==> src/rtl/ctx_switch_pkg.sv <==
// Shared types for the two-context register switcher.
// Assumes context A is encoded as 0 and context B as 1.
package ctx_switch_pkg;
    typedef enum logic {
        CTX_A = 1'b0,
        CTX_B = 1'b1
    } ctx_e;
endpackage

==> src/rtl/ctx_bank_store.sv <==
// Holds the two register banks and exposes both in full.
// Assumes that a write to an index of N_REGS or more is discarded.
module ctx_bank_store #(
    parameter int N_REGS = 24,
    parameter int DATA_W = 16,
    parameter int ADDR_W = 5
) (
    input  logic                     clk,
    input  logic                     rst_n,
    input  logic                     wr_en,
    input  logic                     wr_bank,
    input  logic [ADDR_W-1:0]        wr_addr,
    input  logic [DATA_W-1:0]        wr_data,
    output logic [N_REGS*DATA_W-1:0] bank_a,
    output logic [N_REGS*DATA_W-1:0] bank_b
);
    localparam int NBANK = 2;

    logic [DATA_W-1:0] mem [NBANK][N_REGS];

    for (genvar b = 0; b < NBANK; b++) begin : g_bank
        for (genvar r = 0; r < N_REGS; r++) begin : g_reg
            // Stores one entry when it is addressed.
            always_ff @(posedge clk) begin
                if (!rst_n)
                    mem[b][r] <= '0;
                else if (wr_en && (wr_bank == 1'(b)) && (32'(wr_addr) == r))
                    mem[b][r] <= wr_data;
            end
        end
    end

    for (genvar r = 0; r < N_REGS; r++) begin : g_flat
        assign bank_a[r*DATA_W +: DATA_W] = mem[0][r];
        assign bank_b[r*DATA_W +: DATA_W] = mem[1][r];
    end
endmodule

==> src/rtl/ctx_stage_ctrl.sv <==
// Stages the context change: the early group follows the sampled request
// at a frame start. The other registers follow one frame later, and only
// if the request has not moved again in between.
// Assumes frame_start is a single-cycle pulse.
module ctx_stage_ctrl
    import ctx_switch_pkg::*;
(
    input  logic clk,
    input  logic rst_n,
    input  logic ctx_sel,
    input  logic frame_start,
    input  logic readout_active,
    output ctx_e early_nxt,
    output ctx_e active_nxt,
    output ctx_e early_q,
    output ctx_e active_q
);
    ctx_e req_q;

    // Samples the requested context only while readout runs.
    always_ff @(posedge clk) begin
        if (!rst_n)
            req_q <= CTX_A;
        else if (readout_active)
            req_q <= ctx_e'(ctx_sel);
    end

    // Works out the contexts that apply after this cycle.
    always_comb begin
        early_nxt  = early_q;
        active_nxt = active_q;
        if (frame_start) begin
            early_nxt = req_q;
            if (early_q == req_q)
                active_nxt = early_q;
        end
    end

    // Holds the applied contexts.
    always_ff @(posedge clk) begin
        if (!rst_n) begin
            early_q  <= CTX_A;
            active_q <= CTX_A;
        end else begin
            early_q  <= early_nxt;
            active_q <= active_nxt;
        end
    end
endmodule

==> src/rtl/ctx_shadow_out.sv <==
// Effective register shadows. At a frame start, each one reloads from the
// bank its group's next context selects.
// Assumes indices below EARLY_CNT form the integration-time group.
module ctx_shadow_out
    import ctx_switch_pkg::*;
#(
    parameter int N_REGS    = 24,
    parameter int DATA_W    = 16,
    parameter int EARLY_CNT = 2
) (
    input  logic                     clk,
    input  logic                     rst_n,
    input  logic                     load,
    input  ctx_e                     early_nxt,
    input  ctx_e                     active_nxt,
    input  logic [N_REGS*DATA_W-1:0] bank_a,
    input  logic [N_REGS*DATA_W-1:0] bank_b,
    output logic [N_REGS*DATA_W-1:0] eff
);
    for (genvar r = 0; r < N_REGS; r++) begin : g_sh
        ctx_e use_ctx;
        if (r < EARLY_CNT) begin : g_early
            assign use_ctx = early_nxt;
        end else begin : g_late
            assign use_ctx = active_nxt;
        end

        // Reloads this shadow at a frame start.
        always_ff @(posedge clk) begin
            if (!rst_n)
                eff[r*DATA_W +: DATA_W] <= '0;
            else if (load)
                eff[r*DATA_W +: DATA_W] <= (use_ctx == CTX_B) ?
                    bank_b[r*DATA_W +: DATA_W] : bank_a[r*DATA_W +: DATA_W];
        end
    end
endmodule

==> src/rtl/ctx_switch_top.sv <==
// Top of the two-context register switcher: banks, staging control and
// effective shadows. Assumes the same clock domain for writes and frames.
module ctx_switch_top
    import ctx_switch_pkg::*;
#(
    parameter int N_REGS    = 24,
    parameter int DATA_W    = 16,
    parameter int EARLY_CNT = 2,
    parameter int ADDR_W    = $clog2(N_REGS)
) (
    input  logic                     clk,
    input  logic                     rst_n,
    input  logic                     wr_en,
    input  logic                     wr_bank,
    input  logic [ADDR_W-1:0]        wr_addr,
    input  logic [DATA_W-1:0]        wr_data,
    input  logic                     ctx_sel,
    input  logic                     frame_start,
    input  logic                     readout_active,
    output logic [N_REGS*DATA_W-1:0] eff_regs,
    output logic                     early_ctx,
    output logic                     active_ctx
);
    logic [N_REGS*DATA_W-1:0] bank_a;
    logic [N_REGS*DATA_W-1:0] bank_b;
    ctx_e early_nxt, active_nxt, early_q, active_q;

    ctx_bank_store #(.N_REGS(N_REGS), .DATA_W(DATA_W), .ADDR_W(ADDR_W)) u_banks (
        .clk     (clk),
        .rst_n   (rst_n),
        .wr_en   (wr_en),
        .wr_bank (wr_bank),
        .wr_addr (wr_addr),
        .wr_data (wr_data),
        .bank_a  (bank_a),
        .bank_b  (bank_b)
    );

    ctx_stage_ctrl u_ctrl (
        .clk            (clk),
        .rst_n          (rst_n),
        .ctx_sel        (ctx_sel),
        .frame_start    (frame_start),
        .readout_active (readout_active),
        .early_nxt      (early_nxt),
        .active_nxt     (active_nxt),
        .early_q        (early_q),
        .active_q       (active_q)
    );

    ctx_shadow_out #(.N_REGS(N_REGS), .DATA_W(DATA_W), .EARLY_CNT(EARLY_CNT)) u_shadow (
        .clk        (clk),
        .rst_n      (rst_n),
        .load       (frame_start),
        .early_nxt  (early_nxt),
        .active_nxt (active_nxt),
        .bank_a     (bank_a),
        .bank_b     (bank_b),
        .eff        (eff_regs)
    );

    assign early_ctx  = early_q;
    assign active_ctx = active_q;
endmodule

==> config.mk <==
export PLATFORM = sky130hd
export DESIGN_NAME = ctx_switch_top
export DESIGN_NICKNAME = d
export VERILOG_FILES = /design/src/rtl/ctx_switch_pkg.sv /design/src/rtl/ctx_bank_store.sv /design/src/rtl/ctx_stage_ctrl.sv /design/src/rtl/ctx_shadow_out.sv /design/src/rtl/ctx_switch_top.sv
export SDC_FILE = /design/constraint.sdc
export NUM_CORES = 2
export LEC_CHECK = 0
export ABC_AREA = 1
export CORE_ASPECT_RATIO = 0.6
export CORE_MARGIN = 1.5
export CORE_UTILIZATION = 60
export CTS_CLUSTER_DIAMETER = 80
export DETAILED_ROUTE_END_ITERATION = 12
export DONT_BUFFER_PORTS = 1
export PLACE_DENSITY = 0.86
export SYNTH_ARGS = -nofsm -noshare
export SYNTH_HDL_FRONTEND = slang
export SYNTH_SLANG_ARGS = --single-unit
==> constraint.sdc <==
create_clock -name clk -period 4.2 [get_ports clk]
set_input_delay 0.84 -clock clk [delete_from_list [all_inputs] [get_ports clk]]
set_output_delay 0.84 -clock clk [all_outputs]
set_load 0.05 [all_outputs]
==> impl_metrics.toml <==
[cts]
htree_levels = 3
post-cts-setup-buffers = 0
clk_path_buf_depth = 3
cts_tree = "built"
clkSlewWorstSetupHoldPaths_ns = 0.07
root_buffer = "clkbuf_16"
clk_latency_ns = 0.73
cts_sinks = 1155
hold_buffers = 0
numCtsBuffers = 99
cts_resized = 0

[placement]
hpwl_mm = 72.8
place_inst = 5798
place.gp.congestion = 0.822
dpl-instance-area_mm2 = 0.0475
port_buffers = 0

[drt]
dr.pass1.iters = 6
drt_iter0_drc = 4882
ant_nets = 0
drc = 0
via_per_inst = 5.83
post_drt_wl_per_cell_um = 21.2
postRouteWirelength_mm = 127
via_count = 34900

[pwr]
p_seq_share_pct = 56.9
vdd_drop_max_uv = 367
switching_share_pct = 26.4
internal_power_uw = 18200
combPwrFrac_pct = 5.7
p_per_area_mw_per_mm2 = 487
p_leak_uw = 0.0217
p_switching_uw = 6510
p_clk_share_pct = 37.4

[sta]
final.setup_skew_ns = 0.0378
finalSetupViolCount = 0
slew_headroom_pct = -117
tns_ns = 0
finalMaxSlewViolations = 412
min_period_over_period_pct = 70.8
period_needed_ns = 2.98
hold_slack_ns = 0.203
hold_viol_final = 0
max_freq_ghz = 0.336
rsz0062_at_grt = "no"
worst_slew_pin_slew_ns = 3.25

[synth]
synth_cell_types = 27
yosys_warnings = 0
postSynthCellCount = 5101
post_synth_instance_area_mm2 = 0.0474
synth_top_family_by_area = "simple AND/OR/NAND/NOR gates"
synth_compound_area_share_pct = 0.633
synth_xor_area_share_pct = 0
yosysSeqAreaShare_pct = 65.0
avgSynthCellArea_um2 = 9.29
synthAdderAreaFrac_pct = 0
synth_mux_area_share_pct = 0
syn_nets = 5129
yosys.area_share.simple_pct = 27.6
ys_ff_latch = 1155

[grt]
grt_pass1_wl_mm = 191
grt_antenna_before_repair = 1
grt_max_degree = 741
first_global_vias = 32500
overflow = 0
grt_usage_pct = 30.8

[layout]
area_growth_syn_to_layout_pct = 7.05
fin_util_pct = 65.2
fin_cells = 5985
drive_gt1_share_pct = 5.64
regArea_mm2 = 0.0308
nFillCells = 5822
final_area_mm2 = 0.0508
antenna_cells = 0
final_nets = 4874
final_cell_mix = "nor2_1 (1510), nand2_1 (785), edfxtp_1 (768)"
mostFrequentLayoutCell = "nor2_1"
multi_input_area_mm2 = 0.0134

[setup_path]
worst-endpoint-arrival_ns = 3.62
cpMostUsedCell = "nand2_1"
crit_path_max_fanout = 82
crit_slowest_cell = "dfxtp_1"
crit_chain = "inv_1 -> nand2_1 -> nand2_4 -> nand2_8 -> buf_4 -> nand2_1 -> nand3_1 -> nand2_1 -> inv_1"
critical_path_class = "reg2reg"
worst_setup_path_start_kind = "register"
critPathRequiredTime_ns = 4.85
end_kind = "register"
max_stage_delay_ns = 0.65

[hold_path]
hp-class = "in2reg"

[status]
outcome = "complete, but fails checks"
violations = "max-slew violations"

[die]
initial_core_util_pct = 60.9
die_height_um = 221
placementRows = 79
ios = 414
die-area_mm2 = 0.0808
fp.dieW_um = 366
coreArea_mm2 = 0.0779

[job]
drv_cap = 0
-- per-layer routing --
metal	GRT usage, %	wire, um	vias up	part of all wire, %
met5	0	20	-	0.016
met4	13.2	5180	2	4.1
met3	8.71	16500	318	13
met2	47.6	58100	2213	46
met1	41.2	46900	16400	37
li1	-	-	15900	-
-- layout make-up --
class	instances	area share (%)
Multi-Input combinational cell	3159	26.5
Inverter	382	2.84
Sequential cell	1155	60.7
Clock buffer	136	5.70
Clock inverter	51	0.715
Tap cell	1053	2.60
Timing Repair Buffer	49	0.947
-- power by group through the flow --
stage          Clock (uW)  Sequential (uW)  Combinational [uW]
2_1_floorplan           0            14100                1070
3_3_place_gp            0            14300                1300
3_5_place_dp            0            14300                1350
4_1_cts              9270            14100                1360
5_1_grt              9730            14100                1530
6_report             9250            14100                1400
-- worst max-delay path: cells and delay by family (launching register included) --
kind / cells / cell delay [ns]
buf+inv: 3 / 0.73
flops: 1 / 0.65
simple gates: 6 / 1.46
-- path summary, 6_finish.rpt --
path | cells past startpoint | slack (ns) | endpoint | startpoint
worst max-delay path | 9 | 1.22 | u_shadow.eff[91] | u_ctrl.early_q
worst min-delay path | 1 | 0.20 | u_ctrl.req_q | readout_active
worst max register to register | 9 | 1.22 | u_shadow.eff[91] | u_ctrl.early_q
worst min register to register | 2 | 0.46 | u_shadow.eff[1] | u_banks.mem[0][369]
-- through the flow --
| step | total power [uW] | worst slack, ns |
|---|---|---|
| 4_1_cts | 24700 | 1.31 |
| 3_5_place_dp | 15600 | 1.18 |
| 6_report | 24700 | 1.22 |
| 3_3_place_gp | 15600 | 1.30 |
| 5_1_grt | 25400 | 1.13 |
| 2_1_floorplan | 15200 | 1.72 |
-- registers in the layout, summed over array words and instances, names as in the netlist --
name / count
u_ctrl.req_q: 1
u_ctrl.early_q: 1
u_shadow.eff: 384
u_ctrl.active_q: 1
u_banks.mem: 768
-- cell families after synthesis --
| family | Yosys count |
|---|---|
| AOI/OAI and AO/OA | 36 |
| and+or+nand+nor | 3123 |
| buffers and inverters | 787 |
| DFF | 1155 |
-- cells in the mapped netlist --
| library cell | n | area [um2] |
|---|---|---|
| nor2_1 | 1511 | 5670 |
| nand2_1 | 787 | 2950 |
| edfxtp_1 | 768 | 23100 |
| nand3_1 | 730 | 3650 |
| dfxtp_1 | 387 | 7750 |
| inv_1 | 380 | 1430 |
| clkbuf_1 | 241 | 905 |
| buf_2 | 118 | 591 |
| nor3_1 | 32 | 160 |
| o221ai_1 | 32 | 280 |
| buf_1 | 30 | 113 |
| nand3_2 | 22 | 220 |
| nand4_1 | 13 | 81.3 |
| buf_4 | 8 | 60.1 |
| buf_6 | 8 | 90.1 |
| nor2_4 | 8 | 90.1 |
| nand4_4 | 6 | 128 |
| nand4_2 | 5 | 62.6 |
| nor3_2 | 3 | 30.0 |
| a21oi_1 | 2 | 10.0 |
| inv_2 | 2 | 7.51 |
| nand2_2 | 2 | 12.5 |
| nor2_2 | 2 | 12.5 |
| nand2_4 | 1 | 11.3 |
| nand3b_4 | 1 | 20.0 |
| o21ai_0 | 1 | 5.00 |
| o21ai_1 | 1 | 5.00 |
Power figures use the tool's default switching activity.
